===== src/rtl/tpc_pkg.sv =====
package tpc_pkg;
    // Divider phase states; HOLD is entered whenever the alignment clear is high
    typedef enum logic [1:0] {
        PH_HOLD = 2'd0,
        PH_HIGH = 2'd1,
        PH_LOW1 = 2'd2,
        PH_LOW2 = 2'd3
    } phase_e;

    localparam int unsigned DIV_RATIO = 3;
    localparam logic SYS_RESET_INIT = 1'b1;
endpackage


===== src/rtl/tpc_phase_fsm.sv =====
module tpc_phase_fsm
    import tpc_pkg::*;
(
    input  logic clk,
    input  logic rst_n,
    input  logic align_clr,
    output logic cpu_clk_o,
    output logic rise_stb_o,
    output logic fall_stb_o
);
    phase_e state_q;
    phase_e state_d;
    logic   cpu_clk_q;

    // next-state logic
    always_comb begin
        state_d = state_q;
        if (align_clr) begin
            state_d = PH_HOLD;
        end else begin
            unique case (state_q)
                PH_HOLD: state_d = PH_HIGH;
                PH_HIGH: state_d = PH_LOW1;
                PH_LOW1: state_d = PH_LOW2;
                PH_LOW2: state_d = PH_HIGH;
                default: state_d = PH_HOLD;
            endcase
        end
    end

    // state register
    always_ff @(posedge clk or negedge rst_n) begin
        if (!rst_n) begin
            state_q <= PH_HOLD;
        end else begin
            state_q <= state_d;
        end
    end

    // registered clock output, glitch free
    always_ff @(posedge clk or negedge rst_n) begin
        if (!rst_n) begin
            cpu_clk_q <= 1'b0;
        end else begin
            cpu_clk_q <= (state_d == PH_HIGH);
        end
    end

    // edge strobes: announce what the closing edge of this cycle does
    always_comb begin
        rise_stb_o = 1'b0;
        fall_stb_o = 1'b0;
        unique case (state_q)
            PH_HOLD: rise_stb_o = !align_clr;
            PH_HIGH: fall_stb_o = 1'b1;
            PH_LOW1: rise_stb_o = 1'b0;
            PH_LOW2: rise_stb_o = !align_clr;
            default: rise_stb_o = 1'b0;
        endcase
    end

    assign cpu_clk_o = cpu_clk_q;
endmodule


===== src/rtl/tpc_per_div.sv =====
module tpc_per_div (
    input  logic clk,
    input  logic rst_n,
    input  logic align_clr,
    input  logic rise_stb,
    output logic per_clk_o
);
    logic per_q;

    always_ff @(posedge clk or negedge rst_n) begin
        if (!rst_n) begin
            per_q <= 1'b0;
        end else if (align_clr) begin
            per_q <= 1'b0;
        end else if (rise_stb) begin
            per_q <= ~per_q;
        end
    end

    assign per_clk_o = per_q;
endmodule


===== src/rtl/tpc_rst_capture.sv =====
module tpc_rst_capture #(
    parameter logic INIT = 1'b1
) (
    input  logic clk,
    input  logic rst_n,
    input  logic fall_stb,
    input  logic rst_req_n,
    output logic sys_reset_o
);
    logic rst_q;

    // sampled only on the fast edge that lowers the processor clock
    always_ff @(posedge clk or negedge rst_n) begin
        if (!rst_n) begin
            rst_q <= INIT;
        end else if (fall_stb) begin
            rst_q <= ~rst_req_n;
        end
    end

    assign sys_reset_o = rst_q;
endmodule


===== src/rtl/tri_phase_clkgen.sv =====
module tri_phase_clkgen
    import tpc_pkg::*;
(
    input  logic clk,
    input  logic rst_n,
    input  logic align_clr,
    input  logic rst_req_n,
    input  logic osc_in,
    output logic cpu_clk,
    output logic per_clk,
    output logic cpu_rise_stb,
    output logic cpu_fall_stb,
    output logic sys_reset,
    output logic osc_out
);
    logic rise_s;
    logic fall_s;

    tpc_phase_fsm u_fsm (
        .clk        (clk),
        .rst_n      (rst_n),
        .align_clr  (align_clr),
        .cpu_clk_o  (cpu_clk),
        .rise_stb_o (rise_s),
        .fall_stb_o (fall_s)
    );

    tpc_per_div u_per (
        .clk       (clk),
        .rst_n     (rst_n),
        .align_clr (align_clr),
        .rise_stb  (rise_s),
        .per_clk_o (per_clk)
    );

    tpc_rst_capture #(.INIT(SYS_RESET_INIT)) u_rst (
        .clk         (clk),
        .rst_n       (rst_n),
        .fall_stb    (fall_s),
        .rst_req_n   (rst_req_n),
        .sys_reset_o (sys_reset)
    );

    assign cpu_rise_stb = rise_s;
    assign cpu_fall_stb = fall_s;
    assign osc_out      = osc_in;
endmodule


===== config.mk =====
export PLATFORM = sky130hd
export DESIGN_NAME = tri_phase_clkgen
export DESIGN_NICKNAME = d
export VERILOG_FILES = /design/src/rtl/tpc_pkg.sv /design/src/rtl/tpc_phase_fsm.sv /design/src/rtl/tpc_per_div.sv /design/src/rtl/tpc_rst_capture.sv /design/src/rtl/tri_phase_clkgen.sv
export SDC_FILE = /design/constraint.sdc
export NUM_CORES = 1
export LEC_CHECK = 0
export BUFFER_PORTS_ARGS = -buffer_cell sky130_fd_sc_hd__buf_2
export CAP_MARGIN = 20
export CORE_AREA = 2 2 39 41
export CTS_BUF_LIST = sky130_fd_sc_hd__clkbuf_8
export DETAILED_ROUTE_END_ITERATION = 10
export DIE_AREA = 0 0 41 43
export GPL_TIMING_DRIVEN = 0
export PLACE_DENSITY_LB_ADDON = 0.12
export SYNTH_ARGS = -nofsm -noshare
export SYNTH_HDL_FRONTEND = slang
export SYNTH_HIERARCHICAL = 1
export SYNTH_SLANG_ARGS = --single-unit

===== constraint.sdc =====
create_clock -name clk -period 2.82 [get_ports clk]
set_input_delay 0.141 -clock clk [delete_from_list [all_inputs] [get_ports clk]]
set_output_delay 0.141 -clock clk [all_outputs]
set_load 0.02 [all_outputs]

==> impl_summary.log <==
INFO  metric critPathRequiredTime = 2.68 ns
INFO  metric crit_type = flop to output pin
INFO  metric floorplan.initialDensity = 14.6%
INFO  metric cts_htree_levels = 1
INFO  metric crit_path_cell_trace = ha_1 -> nor2b_1 -> buf_2
INFO  metric cp_data_arrival_time = 1.24 ns
INFO  metric vias = 146
INFO  metric drv.max_cap_violation_count = 0
INFO  metric nFillCells = 152
INFO  metric postLayoutCellArea = 323 um^2
INFO  metric instances_no_fill = 46
INFO  metric num-nets-final = 37
INFO  metric wire_length_of_the_first_global_routing_pass = 648 um
INFO  metric yosys_register_bits = 5
INFO  metric setup_viol_count_final = 0
INFO  metric rsz0062_at_grt = false
INFO  metric critPathMaxFanout = 3
INFO  metric cts_buffers = 3
INFO  metric groute.usage.overall = 6.27%
INFO  metric maxSlewHeadroom = 87.7%
INFO  metric last_weighted_congestion_value_of_the_routability_driven_placer = 0.681
INFO  metric routed_wirelength = 374 um
INFO  metric pin_count_of_the_biggest_net_entering_global_routing = 6
INFO  metric slew_violations = 0
INFO  metric hold_path_class = input port to flop
INFO  metric die_y = 43 um
INFO  metric period_share = 49.0%
INFO  metric postCtsSetupBuffers = 0
INFO  metric clock_latency = 0.22 ns
INFO  metric placeableCoreArea = 1380 um^2
INFO  metric final.setup.tns = 0 ns
INFO  metric floorplan.die_area = 1760 um^2
INFO  metric cts_repair_resize_count = 0
INFO  metric tritoncts = done
INFO  metric p_leak = 0.169 nW
INFO  metric worstMarginPinSlew = 0.184 ns
INFO  metric drt-initial-drc-count = 5
INFO  metric netlist-cell-type-count = 10
INFO  metric clock_sinks = 5
INFO  metric final_period_minus_worst_setup_slack = 1.38 ns
INFO  metric timing.critical_path.from_type = flop
INFO  metric power_per_cell_area = 866 nW/um^2
INFO  metric max-vdd-ir-drop = 0.272 mV
INFO  metric avgSynthCellArea = 12.7 um^2
INFO  metric syn_to_final_growth = 59.3%
INFO  metric worst_slack = 1.44 ns
INFO  metric global_route.overflow_total = 0
INFO  metric wl_per_cell = 8.13 um
INFO  metric yosysWarnings = 6
INFO  metric post_synth_inst_count = 16
INFO  metric drt-vias-per-instance = 3.17
INFO  metric crit_path_top_delay_cell = sky130_fd_sc_hd__dfrtp_1
INFO  metric vias_in_the_first_global_route = 163
INFO  metric antennaDiodeCount = 0
INFO  metric hold_violations = 0
INFO  metric antenna_found_initial = 0
INFO  metric cp-end-kind = output pin
INFO  metric clock-root-buffer = sky130_fd_sc_hd__clkbuf_8
INFO  metric drt_pre_antenna_iters = 2
INFO  metric post-route-drc-count = 0
INFO  metric run_status = completed
INFO  metric synth_fp_nets = 22
INFO  metric ioPinCount = 11
INFO  metric floorplan.rows = 14
INFO  metric p_total = 0.280 mW
INFO  metric io_buffers = 9
INFO  metric cp_slowest_stage_delay = 0.35 ns
INFO  metric ctsHoldBuffers = 1
INFO  metric drive_above_1_share = 50.0%
INFO  metric maxClockFrequency = 0.723 GHz
INFO  metric timing.critical_path.max_delay_family = flip-flops
INFO  metric cts.clk_slew.worst_paths = 0.03 ns
INFO  metric max-clock-path-buffers = 2
INFO  metric dieWidth = 41 um
INFO  metric synth_area = 203 um^2
INFO  metric drt.antenna.violating_nets = 0
INFO  metric ys_seq_area_share = 62.3%
INFO  metric detailedPlace.worstSlack = 1.65 ns
INFO  metric max_clock_skew = 0.00161 ns
INFO  metric worstPathBufferInverterCount = 1
INFO  metric numPlacedInstances = 41
INFO  metric placed_instance_area = 268 um^2
-- state kept, by name, indices dropped and copies added, names as in the netlist --
register and cells:
u_per/per_clk_o 1, u_rst/sys_reset_o 1, u_fsm/cpu_clk_o 1, u_fsm/state_q 2
-- layer usage --
| layer | track usage (%) | vias up | share of wire (%) |
|---|---|---|---|
| met5 | 0 | - | 0 |
| met4 | 8.00 | 0 | 0 |
| met3 | 3.66 | 0 | 7.2 |
| met2 | 7.50 | 4 | 46 |
| met1 | 6.25 | 67 | 47 |
| li1 | - | 75 | - |
-- area by class of cell --
| class | instances | area [um^2] | area share, % |
|---|---|---|---|
| repair buffers | 10 | 55.1 | 17.1 |
| clock buffers | 3 | 41.3 | 12.8 |
| clock inverters | 1 | 3.75 | 1.16 |
| inverters | 2 | 7.51 | 2.33 |
| flip-flops and latches | 5 | 126 | 39.1 |
| plain buffers | 1 | 7.51 | 2.33 |
| multi-input cells | 8 | 61.3 | 19.0 |
| well taps | 16 | 20.0 | 6.20 |
-- final timing paths --
path	from	endpoint	slack [ns]	cells after the start
max in group asynchronous	rst_n	u_rst/sys_reset_o	2.34	2
min in group asynchronous	rst_n	u_per/per_clk_o	0.27	2
hold reg to reg	u_rst/sys_reset_o	u_rst/sys_reset_o	0.47	2
hold / removal	rst_req_n	u_rst/sys_reset_o	0.07	2
setup reg to reg	u_fsm/state_q[0]	u_per/per_clk_o	1.69	4
setup / recovery	u_fsm/state_q[0]	cpu_rise_stb	1.44	3
-- cell usage after synthesis --
library cell              count  area [um^2]
sky130_fd_sc_hd__buf_4        1         7.51
sky130_fd_sc_hd__dfrtp_1      4          100
sky130_fd_sc_hd__dfstp_2      1         26.3
sky130_fd_sc_hd__ha_1         1         12.5
sky130_fd_sc_hd__inv_1        2         7.51
sky130_fd_sc_hd__mux2i_1      1         10.0
sky130_fd_sc_hd__nor2_1       3         11.3
sky130_fd_sc_hd__nor2b_1      1         6.26
sky130_fd_sc_hd__nor3b_2      1         12.5
sky130_fd_sc_hd__xnor2_1      1         8.76
-- metrics by stage --
step           utilization [%]  hold slack, ns
2_1_floorplan                -          -0.155
3_3_place_gp              19.3         -0.0392
3_5_place_dp              19.3         -0.0346
4_1_cts                   23.3          0.0678
5_1_grt                   23.3          0.0838
6_report                  23.3          0.0736
-- cell usage in the layout (no fill, tap or decap) --
cell / synthesis / layout
sky130_fd_sc_hd__buf_4: 1 / 1
sky130_fd_sc_hd__ha_1: 1 / 1
sky130_fd_sc_hd__inv_1: 2 / 3
sky130_fd_sc_hd__nor2_1: 3 / 3
sky130_fd_sc_hd__clkbuf_8: 0 / 3
sky130_fd_sc_hd__dfstp_2: 1 / 1
sky130_fd_sc_hd__xnor2_1: 1 / 1
sky130_fd_sc_hd__dfrtp_1: 4 / 4
sky130_fd_sc_hd__dlygate4sd3_1: 0 / 1
sky130_fd_sc_hd__buf_2: 0 / 9
sky130_fd_sc_hd__nor3b_2: 1 / 1
sky130_fd_sc_hd__mux2i_1: 1 / 1
sky130_fd_sc_hd__nor2b_1: 1 / 1
-- power breakdown --
part | switching (mW) | internal [mW]
registers | 0.00511 | 0.0870
logic | 0.0359 | 0.0255
clock network | 0.0331 | 0.0931
total | 0.0741 | 0.206
-- logic make-up (layout without fill, tap and decap cells) --
logic type    after synthesis  count (layout)  share of synthesized area [%]
simple gates                5               5                           14.8
xor+xnor                    1               1                           4.32
fa+ha+maj                   1               1                           6.17
flops                       5               5                           62.4
mux                         1               1                           4.94
buf+inv                     3              17                           7.41
Note: power is estimated with default switching activity, not from simulation.
